<file path="config.mk">
export PLATFORM = sky130hd
export DESIGN_NAME = sdec_top
export DESIGN_NICKNAME = d
export VERILOG_FILES = /design/src/rtl/sdec_pkg.sv /design/src/rtl/sdec_accum.sv /design/src/rtl/sdec_hold.sv /design/src/rtl/sdec_flags.sv /design/src/rtl/sdec_top.sv
export SDC_FILE = /design/constraint.sdc
export NUM_CORES = 1
export LEC_CHECK = 0
export ABC_AREA = 1
export BUFFER_PORTS_ARGS = -buffer_cell sky130_fd_sc_hd__buf_4
export CELL_PAD_IN_SITES_DETAIL_PLACEMENT = 0
export CELL_PAD_IN_SITES_GLOBAL_PLACEMENT = 1
export CORE_AREA = 10 10 129 131
export DETAILED_ROUTE_END_ITERATION = 16
export DIE_AREA = 0 0 139 141
export PLACE_DENSITY = 0.78
export SYNTH_ARGS = -nofsm -noshare
export SYNTH_HDL_FRONTEND = slang
export SYNTH_SLANG_ARGS = --single-unit
export TNS_END_PERCENT = 10
</file>
<file path="constraint.sdc">
create_clock -name clk -period 2.44 [get_ports clk]
set_clock_uncertainty 0.2 [all_clocks]
set_input_delay 0.366 -clock clk [delete_from_list [all_inputs] [get_ports clk]]
set_output_delay 0.366 -clock clk [all_outputs]
set_load 0.05 [all_outputs]
</file>
<file path="src/rtl/sdec_pkg.sv">
package sdec_pkg;
  // Flag bit positions; clr_w1c and irq_en use the same positions.
  localparam int unsigned FLG_RDY = 0;
  localparam int unsigned FLG_SEQ = 1;
  localparam int unsigned FLG_OVR = 2;
  localparam int unsigned NUM_FLG = 3;

  // Align a sum of in_bits significant bits to out_bits.
  // A right shift rounds toward zero.
  function automatic logic [31:0] sdec_scale(input logic [31:0] s,
                                             input int unsigned in_bits,
                                             input int unsigned out_bits);
    if (in_bits >= out_bits) return s >> (in_bits - out_bits);
    else                     return s << (out_bits - in_bits);
  endfunction
endpackage

</file>
<file path="src/rtl/sdec_accum.sv">
module sdec_accum #(
  parameter int unsigned RAW_W   = 12,
  parameter int unsigned RLOG_MX = 7,
  parameter int unsigned RCODE_W = 3,
  parameter int unsigned ACC_W   = RAW_W + RLOG_MX
) (
  input  logic               clk,
  input  logic               rst_n,
  input  logic               raw_valid,
  input  logic [RAW_W-1:0]   raw_data,
  input  logic               seq_end,
  input  logic [RCODE_W-1:0] ratio,
  output logic               prod_o,
  output logic [ACC_W-1:0]   sum_o,
  output logic               seq_o
);
  localparam int unsigned CNT_W = (RLOG_MX > 0) ? RLOG_MX : 1;

  logic [CNT_W-1:0] cnt_q;
  logic [ACC_W-1:0] acc_q;
  logic             seq_q;
  logic [CNT_W-1:0] last_idx;

  // Index of the last sample in a group: 2^ratio - 1.
  assign last_idx = CNT_W'(({CNT_W{1'b1}}) >> (CNT_W - int'(ratio)));
  assign prod_o   = raw_valid && (cnt_q >= last_idx);
  assign sum_o    = acc_q + ACC_W'(raw_data);
  assign seq_o    = seq_q | seq_end;

  always_ff @(posedge clk or negedge rst_n) begin
    if (!rst_n) begin
      cnt_q <= '0;
      acc_q <= '0;
      seq_q <= 1'b0;
    end else if (raw_valid) begin
      if (prod_o) begin
        cnt_q <= '0;
        acc_q <= '0;
        seq_q <= 1'b0;
      end else begin
        cnt_q <= cnt_q + 1'b1;
        acc_q <= sum_o;
        seq_q <= seq_o;
      end
    end
  end

  assert_idle_hold_R2: assert property (@(posedge clk) disable iff (!rst_n)
    !raw_valid |=> ($stable(cnt_q) && $stable(acc_q)));
endmodule

</file>
<file path="src/rtl/sdec_hold.sv">
module sdec_hold #(
  parameter int unsigned OUT_W = 16
) (
  input  logic             clk,
  input  logic             rst_n,
  input  logic             prod,
  input  logic [OUT_W-1:0] word,
  input  logic             keep_old,
  input  logic             consume,
  input  logic             dma_mode,
  output logic [OUT_W-1:0] dout,
  output logic             ovr_evt,
  output logic             dma_req
);
  logic [OUT_W-1:0] dout_q;
  logic             pend_q;
  logic             load;

  assign ovr_evt = prod && pend_q && !consume;
  assign load    = prod && !(ovr_evt && keep_old);
  assign dout    = dout_q;
  assign dma_req = dma_mode && pend_q;

  always_ff @(posedge clk or negedge rst_n) begin
    if (!rst_n) begin
      dout_q <= '0;
      pend_q <= 1'b0;
    end else begin
      if (load) dout_q <= word;
      if (prod)         pend_q <= 1'b1;
      else if (consume) pend_q <= 1'b0;
    end
  end

  assert_keep_old_R7: assert property (@(posedge clk) disable iff (!rst_n)
    (ovr_evt && keep_old) |=> $stable(dout_q));
  assert_new_loaded_R8: assert property (@(posedge clk) disable iff (!rst_n)
    (prod && consume) |=> (pend_q && dout_q == $past(word)));
  assert_req_drop_R10: assert property (@(posedge clk) disable iff (!rst_n)
    (consume && !prod) |=> !dma_req);
endmodule

</file>
<file path="src/rtl/sdec_flags.sv">
module sdec_flags
  import sdec_pkg::*;
(
  input  logic               clk,
  input  logic               rst_n,
  input  logic [NUM_FLG-1:0] set_i,
  input  logic [NUM_FLG-1:0] clr_i,
  input  logic [NUM_FLG-1:0] en_i,
  input  logic               dma_mode,
  output logic [NUM_FLG-1:0] flag_o,
  output logic               irq_o
);
  logic [NUM_FLG-1:0] flag_q;
  logic [NUM_FLG-1:0] mask;

  for (genvar g = 0; g < NUM_FLG; g++) begin : g_flag
    always_ff @(posedge clk or negedge rst_n) begin
      if (!rst_n) flag_q[g] <= 1'b0;
      else        flag_q[g] <= set_i[g] | (flag_q[g] & ~clr_i[g]);
    end
  end

  always_comb begin
    mask          = '1;
    mask[FLG_RDY] = ~dma_mode;
  end

  assign flag_o = flag_q;
  assign irq_o  = |(flag_q & en_i & mask);

  assert_rdy_set_R4: assert property (@(posedge clk) disable iff (!rst_n)
    set_i[FLG_RDY] |=> flag_q[FLG_RDY]);
  assert_rdy_clr_R4: assert property (@(posedge clk) disable iff (!rst_n)
    (clr_i[FLG_RDY] && !set_i[FLG_RDY]) |=> !flag_q[FLG_RDY]);
  assert_seq_with_rdy_R5: assert property (@(posedge clk) disable iff (!rst_n)
    set_i[FLG_SEQ] |=> (flag_q[FLG_SEQ] && flag_q[FLG_RDY]));
  assert_ovr_set_R6: assert property (@(posedge clk) disable iff (!rst_n)
    set_i[FLG_OVR] |=> flag_q[FLG_OVR]);
endmodule

</file>
<file path="src/rtl/sdec_top.sv">
module sdec_top
  import sdec_pkg::*;
#(
  parameter int unsigned RAW_W     = 12,
  parameter int unsigned RLOG_MX   = 7,
  parameter int unsigned OUT_MAX_W = 16,
  parameter int unsigned RCODE_W   = 3,
  parameter int unsigned WCODE_W   = 3
) (
  input  logic                 clk,
  input  logic                 rst_n,
  input  logic                 raw_valid,
  input  logic [RAW_W-1:0]     raw_data,
  input  logic                 seq_end,
  input  logic [RCODE_W-1:0]   cfg_ratio,
  input  logic [WCODE_W-1:0]   cfg_width,
  input  logic                 cfg_keep_old,
  input  logic                 cfg_dma_mode,
  input  logic [2:0]           irq_en,
  input  logic [2:0]           clr_w1c,
  input  logic                 rd_strobe,
  input  logic                 dma_ack,
  output logic [OUT_MAX_W-1:0] dout,
  output logic                 flag_rdy,
  output logic                 flag_seq,
  output logic                 flag_ovr,
  output logic                 irq,
  output logic                 dma_req
);
  localparam int unsigned ACC_W     = RAW_W + RLOG_MX;
  localparam int unsigned MAX_WCODE = OUT_MAX_W - RAW_W;

  logic               prod;
  logic               seq_hit;
  logic [ACC_W-1:0]   sum;
  logic [OUT_MAX_W-1:0] word;
  logic               ovr_evt;
  logic [NUM_FLG-1:0] set_v;
  logic [NUM_FLG-1:0] flags;
  int unsigned        in_bits;
  int unsigned        out_bits;

  sdec_accum #(.RAW_W(RAW_W), .RLOG_MX(RLOG_MX), .RCODE_W(RCODE_W), .ACC_W(ACC_W)) accum_i (
    .clk(clk), .rst_n(rst_n), .raw_valid(raw_valid), .raw_data(raw_data),
    .seq_end(seq_end), .ratio(cfg_ratio), .prod_o(prod), .sum_o(sum), .seq_o(seq_hit)
  );

  always_comb begin
    in_bits  = RAW_W + int'(cfg_ratio);
    out_bits = (int'(cfg_width) > MAX_WCODE) ? OUT_MAX_W : RAW_W + int'(cfg_width);
    word     = OUT_MAX_W'(sdec_scale(32'(sum), in_bits, out_bits));
  end

  sdec_hold #(.OUT_W(OUT_MAX_W)) hold_i (
    .clk(clk), .rst_n(rst_n), .prod(prod), .word(word), .keep_old(cfg_keep_old),
    .consume(rd_strobe | dma_ack), .dma_mode(cfg_dma_mode), .dout(dout),
    .ovr_evt(ovr_evt), .dma_req(dma_req)
  );

  always_comb begin
    set_v          = '0;
    set_v[FLG_RDY] = prod;
    set_v[FLG_SEQ] = prod & seq_hit;
    set_v[FLG_OVR] = ovr_evt;
  end

  sdec_flags flags_i (
    .clk(clk), .rst_n(rst_n), .set_i(set_v), .clr_i(clr_w1c), .en_i(irq_en),
    .dma_mode(cfg_dma_mode), .flag_o(flags), .irq_o(irq)
  );

  assign flag_rdy = flags[FLG_RDY];
  assign flag_seq = flags[FLG_SEQ];
  assign flag_ovr = flags[FLG_OVR];
endmodule

</file>
# After elaboration in Yosys (flattened, before gate mapping)
# Index checks and enable logic that the tools add are counted.
[totals] output_inout_bits=21 ram_bits=0 in_bits=32 memories=0 ff_bits=47 latch_bits=0 rom_bits=0
[op_classes] reduce_logical=10 n_eq_ne=0 n_addsub=7 multipliers=0 n_bitwise=15 mux=7 magnitude_cmp=3 shift=3 div_mod_pow=0
[ops] operator="<< shifter 19 x 32 -> 16 bit" n=1
[ops] operator=">> shifter 19 x 32 -> 16 bit" n=1
[ops] operator=">> shifter 7 x 32 -> 7 bit, first input constant" n=1
[ops] operator="adder 19 x 12 -> 19 bit" n=1
[ops] operator="two-way mux 19 bit" n=1
[ops] operator="two-way mux 16 bit" n=1
[ops] operator="subtractor 5 x 5 -> 6 bit" n=2
[ops] operator="adder 4 x 3 -> 5 bit, first input constant" n=2
[ops] operator="adder 7 x 1 -> 7 bit, second input constant" n=1
[ops] operator=">= comparator 7 bit" n=1
[ops] operator="two-way mux 7 bit" n=1
[ops] operator="bitwise AND 3 bit" n=2
[ops] operator="logical AND 1 bit" n=6
[ops] operator=">= comparator 5 bit" n=1
[ops] operator="two-way mux 5 bit" n=1
[ops] operator="OR 1 bit" n=5
[ops] operator="bitwise AND 1 bit" n=4
[ops] operator="NOT 1 bit" n=4
[ops] operator="subtractor 3 x 3 -> 4 bit, first input constant" n=1
[ops] operator="greater-than comparator 3 bit, second input constant" n=1
[ops] operator="two-way mux 1 bit" n=3
[ops] operator="OR reduction 3 bit" n=1
[ops] operator="zero test 1 bit" n=2
[ops] operator="nonzero test 2 bit" n=1

# Longest topological paths before layout
# Gate-level depths: netlist of run 1.
[depth] ltp_word=9 depth_mapped=20 depth_no_buf=20

# By module
# From an unflattened synthesis of run 1, not the netlist that was laid out.
[hier_totals] hier_cells=820 area_unflattened_um2=5069.9
[by_module_without_submodules] module="sdec_accum" area_each_um2=2270.9 cells_per_inst=334 n_inst=1 seq_area_each_um2=675.6
[by_module_without_submodules] module="sdec_top" area_each_um2=1954.4 cells_per_inst=393 n_inst=1 seq_area_each_um2=0.0
[by_module_without_submodules] module="sdec_hold" area_each_um2=709.4 cells_per_inst=78 n_inst=1 seq_area_each_um2=425.4
[by_module_without_submodules] module="sdec_flags" area_each_um2=135.1 cells_per_inst=15 n_inst=1 seq_area_each_um2=75.1

# Worst setup path after synthesis of run 1
# No wires, ideal clock.
[synth_timing] path_kind="in2reg" from="input cfg_width[0]" to="register hold_i.dout_q[8], in the netlist hold_i.dout[8]" arrival_ps=2390 t_required_ps=2120 setup_slack_ps=-270 path_stages=16 cell_sequence="inv_1 > nor2_1 > inv_1 > ha_1 > inv_1 > fa_1 > inv_1 > fa_1 > buf_2 > inv_1 > clkbuf_1 > nor2_1 > o21ai_0 > nand2_1 > o22ai_1 > inv_1"
[synth_via] elab_chain_len=5 word_cells_on_any_way=9 classes_between="add/sub: 3; order compare: 2; shift: 2; mux: 2"
[synth_rtl] item="start, declared" line_no="sdec_top.sv:16" source="input logic [WCODE_W-1:0] cfg_width,"
[synth_rtl] item="adder 4 x 3 -> 5 bit / greater-than comparator 3 bit (equally long branches)" line_no="sdec_top.sv:50" source="out_bits = (int'(cfg_width) > MAX_WCODE) ? OUT_MAX_W : RAW_W + int'(cfg_width);"
[synth_rtl] item="two-way mux 5 bit *" line_no="sdec_top.sv:50"
[synth_rtl] item="subtractor 5 x 5 -> 6 bit, on equally long branches" line_no="sdec_pkg.sv:14, sdec_pkg.sv:13"
[synth_rtl] item="<< shifter 19 x 32 -> 16 bit / >> shifter 19 x 32 -> 16 bit (equally long branches)" line_no="sdec_pkg.sv:14, sdec_pkg.sv:13"
[synth_rtl] item="two-way mux 16 bit *" line_no="sdec_pkg.sv:13" source="if (in_bits >= out_bits) return s >> (in_bits - out_bits);"
[synth_rtl] item="end signal, assigned" line_no="sdec_hold.sv:29" source="if (load) dout_q <= word;"
[synth_rtl] item="end, declared" line_no="sdec_hold.sv:15" source="logic [OUT_W-1:0] dout_q;"
# Every way passes the cells marked *; elsewhere a longest branch is shown, timed or not.
# A chain may end at the register's enable or synchronous reset.

# Worst setup path after layout of run 1
[layout_timing] from="register accum_i.acc_q[0]" to="register hold_i.dout_q[4], in the netlist hold_i.dout[4]"
[layout_via] elab_chain_len=3 word_cells_on_any_way=4 classes_between="add/sub: 1; shift: 2; mux: 1"
[layout_rtl] item="start, declared" line_no="sdec_accum.sv:20" source="logic [ACC_W-1:0] acc_q;"
[layout_rtl] item="start signal, assigned" line_no="sdec_accum.sv:42" source="acc_q <= sum_o;"
[layout_rtl] item="adder 19 x 12 -> 19 bit *" line_no="sdec_accum.sv:27" source="assign sum_o = acc_q + ACC_W'(raw_data);"
[layout_rtl] item="<< shifter 19 x 32 -> 16 bit / >> shifter 19 x 32 -> 16 bit (equally long branches)" line_no="sdec_pkg.sv:14, sdec_pkg.sv:13"
[layout_rtl] item="two-way mux 16 bit *" line_no="sdec_pkg.sv:13"
# Marked as above.

==> results of run 1 <==
==> state kept, by name (all words and copies together), names as in the netlist <==
name	count
accum_i.acc_q	19
hold_i.dout	16
accum_i.cnt_q	7
flags_i.flag_o	3
accum_i.seq_q	1
hold_i.pend_q	1
==> worst reg2reg max path, cell delays in order (launching register included) <==
cell	delay (ns)
dfrtp_1	0.39
ha_2	0.19
fa_2	0.39
nand3_2	0.10
nand3_4	0.11
nand2_2	0.10
nand2_4	0.07
xor2_4	0.24
nand3_2	0.12
nand2_1	0.09
nand2_1	0.07
nand2_1	0.07
nand2_1	0.04
nand3_1	0.10
nand3_2	0.11
a21boi_2	0.16
==> routing by layer <==
layer  part of all wire (%)  track usage (%)
met2                     47             30.8
met4                    2.1             5.77
met3                    4.9             3.12
met5                      0                0
met1                     46             23.4
==> timing repair <==
item | CTS | global route
endpoints found under the hold margin | 47 | 0
setup buffers | 0 | 5
hold buffers | 1 | 0
setup endpoints to repair | 16 | 17
pin swaps | 17 | 15
gates resized for setup | 34 | 49
==> power groups by stage <==
stage	registers, mW	clock network (mW)	logic, mW
6_report	1.35	0.860	6.20
2_1_floorplan	1.73	0	2.94
3_3_place_gp	1.32	0	5.55
4_1_cts	1.33	0.867	5.77
3_5_place_dp	1.33	0	5.57
5_1_grt	1.40	0.899	6.84
==> cell usage in the layout, fill, tap and decap left out, types with 6 or more instances in the layout <==
cell / instances
nand3_1: 148
or2_2: 8
inv_2: 7
nand2_1: 285
nand4_1: 20
inv_1: 90
a21oi_2: 8
buf_4: 189
nor2_4: 7
o21ai_0: 24
dfrtp_1: 47
nor2_1: 31
nand2_2: 28
o21ai_1: 6
o211ai_1: 6
nor2_2: 8
ha_4: 10
nand3_2: 23
a21oi_1: 25
ha_1: 14
==> cell type report <==
type | instances | share of cell area (%)
flip-flops and latches | 47 | 15.8
clock buffers | 5 | 1.68
repair buffers | 193 | 20.0
inverters | 101 | 5.29
multi-input cells | 699 | 53.6
clock inverters | 3 | 0.638
well taps | 184 | 3.09
==> per-stage QoR <==
stage	area (sq um)	hold slack, ns
5_1_grt	7460	0.0391
4_1_cts	7170	0.0251
3_5_place_dp	6840	0.239
3_3_place_gp	6840	0.234
2_1_floorplan	5350	-0.130
6_report	7460	0.0241
==> final timing paths <==
check                                          endpoint                          from  slack, ns  depth (start not counted)
setup / recovery             hold_i.dout[4]$_DFFE_PN0P_  accum_i.acc_q[0]$_DFFE_PN0P_      -0.18                         15
hold / removal              flags_i.flag_o[1]$_DFF_PN0_                    clr_w1c[1]       0.02                          2
min in group asynchronous    hold_i.dout[3]$_DFFE_PN0P_                         rst_n       0.43                          2
hold reg to reg             hold_i.dout[13]$_DFFE_PN0P_   hold_i.dout[13]$_DFFE_PN0P_       0.29                          2
setup reg to reg             hold_i.dout[4]$_DFFE_PN0P_  accum_i.acc_q[0]$_DFFE_PN0P_      -0.18                         15
max in group asynchronous  accum_i.acc_q[3]$_DFFE_PN0P_                         rst_n       1.16                          2
==> cells by family (layout without fill, tap and decap cells) <==
| group | after synthesis | count (layout) | share of synthesized area [%] |
|---|---|---|---|
| AND/OR/NAND/NOR | 576 | 576 | 48.5 |
| buffers and inverters | 134 | 302 | 10.2 |
| adder cells (fa/ha/maj) | 31 | 31 | 8.09 |
| flip-flops | 47 | 47 | 22.4 |
| AO/OA/AOI/OAI | 83 | 83 | 8.75 |
| XOR/XNOR | 9 | 9 | 2.07 |
==> reports/metrics.yaml, run 1 <==
global_route:
  grt_pass1_vias: 6085
  grt_max_degree: 48
  antenna_found_initial: 0
  grt_pass1_wl_mm: 29.9
  overflow: 0
  grtUsageTotal_pct: 18.3
clocking:
  cts_max_level: 2
  clk_transition_reported_paths_ns: 0.08
  cts_num_sinks: 47
  clk_latency_ns: 0.31
  root_buffer: "clkbuf_16"
  cts_tree: "done"
  cts-buffers-inserted: 5
  clockBufferDepth: 2
finish:
  diodes: 0
  finalNonFillerCells: 1232
  multi_input_area_sq_mm: 0.00399
  area.growth.synth_to_final_pct: 41.7
  final_util_pct: 52.5
  nFillCells: 1475
  layout.nets: 1110
  final_layout_size_suffix_gt1_share_pct: 30.9
  ff_latch_area_sq_mm: 0.00118
pwr:
  power_frac_seq_pct: 16.1
  p_sw_mw: 4.20
  p_leak_nw: 3.94
  irDropWorstVdd_mv: 0.483
  intPower_mw: 4.21
  swShare_pct: 50.0
  clockPowerShare_pct: 10.2
  power_frac_comb_pct: 73.7
  p_total_mw: 8.41
  p_per_area_mw_per_mm2: 1130
synthesis:
  yosysMostFrequentCell: "nand2_1"
  synth-async-reset-ratio_pct: 100
  synth_top_area_share_pct: 22.4
  syn-instance-count: 880
  synth-seq-cells: 47
  synth.net_count: 943
  synth_commonest_cells: "nand2_1, nand3_1, inv_1"
  syn_avg_cell_area_sq_um: 5.98
  yosys_warnings: 0
  synth_area_leaders: "dfrtp_1, nand2_1, nand3_1, inv_1, ha_1"
  synth_area_sq_mm: 0.00526
  synth_cell_types: 38
  synth_edf_count: 0
  synth_largest_area_cell: "dfrtp_1"
  synth-seq-area-share_pct: 22.4
  ys.flop_type: "dfrtp_1"
floorplanning:
  start_util_pct: 37.0
  io-pin-count: 53
  die-area_sq_mm: 0.0196
  rows: 44
  core_sq_mm: 0.0142
  chipWidth_um: 139
  fp.dieH_um: 141
critical_path:
  critPathSlowestCell: "dfrtp_1"
  path_buf_inv: 0
  worstPathRequired_ns: 2.47
  cpMostUsedCell: "nand2_1"
  crit_path_max_fanout: 5
  cp.arrival_ns: 2.64
  path_delay_family: "simple AND/OR/NAND/NOR gates"
  slowest_delay_ns: 0.39
  crit_path_end_kind: "flip-flop"
  path_cells: "ha_2 > fa_2 > nand3_2 > nand3_4 > nand2_2 > nand2_4 > xor2_4 > nand3_2 > nand2_1 > nand2_1 > nand2_1 > nand2_1 > nand3_1 > nand3_2 > a21boi_2"
  critPathKind: "reg -> reg"
  start_kind: "flip-flop"
sta:
  finalHoldViolations: 0
  rsz0062_at_grt: "true"
  setup_ws_ns: -0.178
  min_period_ns: 2.62
  worstMarginPinSlew_ns: 0.663
  setup_viol: 16
  fin_setup_tns_ns: -2.11
  fin_crit_sh_pct: 107
  relSlewSlack_pct: 55.8
  max_clock_freq_mhz: 382
  drv_slew: 0
detailed_routing:
  drtPass1Iterations: 7
  wl_per_cell_um: 14.8
  drtIter0Drc: 530
  vias: 6272
  totalWireLength_mm: 18.3
  vias_per_cell: 5.09
  remaining_drc_errors: 0
  postRouteAntennaNets: 0
place:
  routabilityCongestion: 0.916
  post-place-cells: 1218
  dp_hpwl_mm: 14.5
  preCtsSetupSlack_ns: -0.447
  io_buffers: 52
flow_run:
  drv_cap: 0
outcome:
  outcome: "complete, but fails checks"
  violations: "setup timing"
min_path:
  hp-class: "in -> reg"
Power figures use the tool's default switching activity.
==> run 2, diff against run 1 <==
TNS_END_PERCENT = 50   (was 10)
==> run 2 against run 1 <==
Net effect:
- highest routed layer unchanged
- the flow still finishes with violations (setup timing)
- global-route usage is 0.20 points higher
- hold slack better by 0.012 ns
- die area stayed put
- critical path depth stayed put
- combinational power is 1% higher
- final cell count is 0.41% lower
- register-to-register slack worse by 0.06 ns
- largest power group unchanged
- clock-buffer cell count stayed put
- first-iteration DRC count is 5.1% lower
==> reports/metrics.yaml, run 2 (synthesis gave the netlist of run 1 again) <==
outcome:
  outcome: "complete, but fails checks"
  violations: "setup timing"
clocking:
  root_buffer: "clkbuf_16"
  cts_max_level: 2  # unchanged
  clockBufferDepth: 2  # unchanged
  clk_latency_ns: 0.31  # about the same
  cts_tree: "done"
  cts-buffers-inserted: 5  # unchanged
  clk_transition_reported_paths_ns: 0.08  # about the same
  cts_num_sinks: 47  # unchanged
min_path:
  hold_end: "flags_i.flag_o[1]$_DFF_PN0_"
  hold_depth: 2  # unchanged
  min_from: "clr_w1c[1]"
  hp-class: "in -> reg"
critical_path:
  start_kind: "flip-flop"
  critPathSlowestCell: "fa_2"
  slowest_delay_ns: 0.43  # +0.04 ns
  crit_path_end_kind: "flip-flop"
  r2r_start: "accum_i.acc_q[0]$_DFFE_PN0P_"
  path_cells: "ha_4 > fa_2 > nand3_2 > nand3_4 > nand2_4 > nand2_4 > xor2_4 > nand3_2 > nand3_2 > nand3_1 > nand3_2 > nand2_1 > nor2_1 > nand2_1 > a21boi_1"
  ff2ff_setup_slack_ns: -0.24  # -0.06 ns
  path_delay_family: "simple AND/OR/NAND/NOR gates"
  critPathKind: "reg -> reg"
  rr_worst_depth: 15  # unchanged
  reg2reg_to: "hold_i.dout[2]$_DFFE_PN0P_"
  crit_path_max_fanout: 5  # unchanged
  cpMostUsedCell: "nand3_2"
  cp.arrival_ns: 2.72  # +0.08 ns
  path_buf_inv: 0  # unchanged
  worstPathRequired_ns: 2.47  # about the same
sta:
  max_clock_freq_mhz: 373  # -2.4%
  setup_viol: 16  # unchanged
  min_period_ns: 2.68  # +0.0633 ns
  fin_hold_ws_ns: 0.0365  # +0.0125 ns
  rsz0062_at_grt: "true"
  fin_crit_sh_pct: 110  # +2.6 points
  setup_ws_ns: -0.242  # -0.0633 ns
  drv_slew: 0  # unchanged
  finalHoldViolations: 0  # unchanged
  worstMarginPinSlew_ns: 0.644  # -0.0197 ns
  relSlewSlack_pct: 57.1  # +1.3 points
pwr:
  irDropWorstVdd_mv: 0.535  # +11%
  clockPowerShare_pct: 10.1  # about the same
  p_leak_nw: 3.97  # +0.80%
  swShare_pct: 50.4  # +0.41 points
  p_per_area_mw_per_mm2: 1110  # -1.2%
  power_frac_seq_pct: 15.9  # -0.2 points
  power_frac_comb_pct: 74.0  # +0.3 points
  p_sw_mw: 4.27  # +1.7%
  intPower_mw: 4.21  # about the same
  p_total_mw: 8.48  # +0.84%
finish:
  ff_latch_area_sq_mm: 0.00118  # unchanged
  largest_register_ff_count: 19  # unchanged
  nFillCells: 1457  # -1.2%
  layout.nets: 1105  # -0.45%
  multi_input_area_sq_mm: 0.00416  # +4.1%
  top_register: "accum_i.acc_q"
  final_layout_size_suffix_gt1_share_pct: 34.1  # +3.2 points
  diodes: 0  # unchanged
  layout_common_cells: "nand2_1, buf_4, nand3_1"
  area.growth.synth_to_final_pct: 44.7
  final_util_pct: 53.6  # +1.1 points
  layout_commonest_cell: "nand2_1"
detailed_routing:
  drtIter0Drc: 503  # -5.1%
  drtPass1Iterations: 5  # -2
  vias: 6278  # +0.096%
  wl_per_cell_um: 15.1  # +1.9%
  postRouteAntennaNets: 0  # unchanged
  vias_per_cell: 5.12  # +0.50%
  remaining_drc_errors: 0  # unchanged
  totalWireLength_mm: 18.6  # +1.5%
global_route:
  grt_max_degree: 48  # unchanged
  grtUsageTotal_pct: 18.5  # +0.20 points
  grt_pass1_vias: 6134  # +0.81%
  grt_pass1_wl_mm: 30.5  # +1.9%
  antenna_found_initial: 0  # unchanged
  overflow: 0  # unchanged
flow_run:
  drv_cap: 0  # unchanged
floorplanning:
  io-pin-count: 53  # unchanged
  start_util_pct: 37.0  # unchanged
  die-area_sq_mm: 0.0196  # unchanged
  fp.dieH_um: 141  # unchanged
  chipWidth_um: 139  # unchanged
  core_sq_mm: 0.0142  # unchanged
  rows: 44  # unchanged
place:
  routabilityCongestion: 0.920  # +0.43%
  dp_hpwl_mm: 14.4  # -0.36%
  io_buffers: 52  # unchanged
run 2: cell count changes in the layout (fill, tap and decap cells not counted), moves of 2 or more:
cell	before	now
buf_12	3	5
nor2_1	31	33
nand3_2	23	43
nand2_2	28	43
inv_1	90	87
nand3_1	148	128
buf_4	189	181
inv_2	7	10
nand2_1	285	269
nor2_2	8	5
run 2: through the flow:
step	setup WS, ns	setup TNS [ns]	instances	cell area (sq um)
floorplan	-0.0932	-0.402	880	5370
global placement	-0.440	-6.47	1216	6850
detailed placement	-0.476	-6.66	1216	6850
CTS	-0.186	-2.25	1226	7300
global route	-0.431	-6.10	1227	7610
finish	-0.242	-3.15	1227	7610
run 2: what timing repair did:
item / in CTS / in global routing
endpoints found under the setup margin: 16 / 16
pin swaps: 15 / 19
buffers inserted: 1 / 1
hold buffers: 1 / 0
endpoints found under the hold margin: 47 / 0
resized for setup: 54 / 67
run 2: final cells by class:
| class | count | share of cell area, % |
|---|---|---|
| clock buffer | 5 | 1.64 |
| timing repair buffer | 188 | 19.4 |
| inverter | 101 | 5.18 |
| clock inverter | 3 | 0.608 |
| multi-input combinational | 699 | 54.6 |
| tap | 184 | 3.02 |
| sequential | 47 | 15.5 |
run 2: worst max path at each step:
| stage | slack [ns] | cells after the start | start | endpoint |
|---|---|---|---|---|
| 4_1_cts | -0.19 | 15 | accum_i.acc_q[0]$_DFFE_PN0P_ | hold_i.dout[11]$_DFFE_PN0P_ |
| 5_1_grt | -0.43 | 17 | accum_i.acc_q[0]$_DFFE_PN0P_ | hold_i.dout[12]$_DFFE_PN0P_ |
| 2_1_floorplan | -0.09 | 17 | cfg_width[0] | hold_i.dout[8]$_DFFE_PN0P_ |
| 3_5_place_dp | -0.48 | 12 | raw_data[0] | hold_i.dout[2]$_DFFE_PN0P_ |
| 6_report | -0.24 | 15 | accum_i.acc_q[0]$_DFFE_PN0P_ | hold_i.dout[2]$_DFFE_PN0P_ |
| 3_3_place_gp | -0.44 | 12 | raw_data[0] | hold_i.dout[2]$_DFFE_PN0P_ |
run 2: routing by layer:
metal / routed length [um] / track usage [%] / vias to the layer above
met5: 0 / 0 / -
met4: 297 / 4.94 / 0
met3: 952 / 2.65 / 19
met2: 8920 / 31.1 / 165
met1: 8390 / 24.3 / 2905
li1: - / - / 3189
run 2: power groups by stage:
| stage | Combinational, mW | Clock, mW | Sequential [mW] |
|---|---|---|---|
| finish | 6.27 | 0.857 | 1.35 |
| global route | 6.90 | 0.886 | 1.40 |
| CTS | 5.97 | 0.870 | 1.33 |
| detailed placement | 5.57 | 0 | 1.32 |
| global placement | 5.55 | 0 | 1.32 |
| floorplan | 2.96 | 0 | 1.73 |
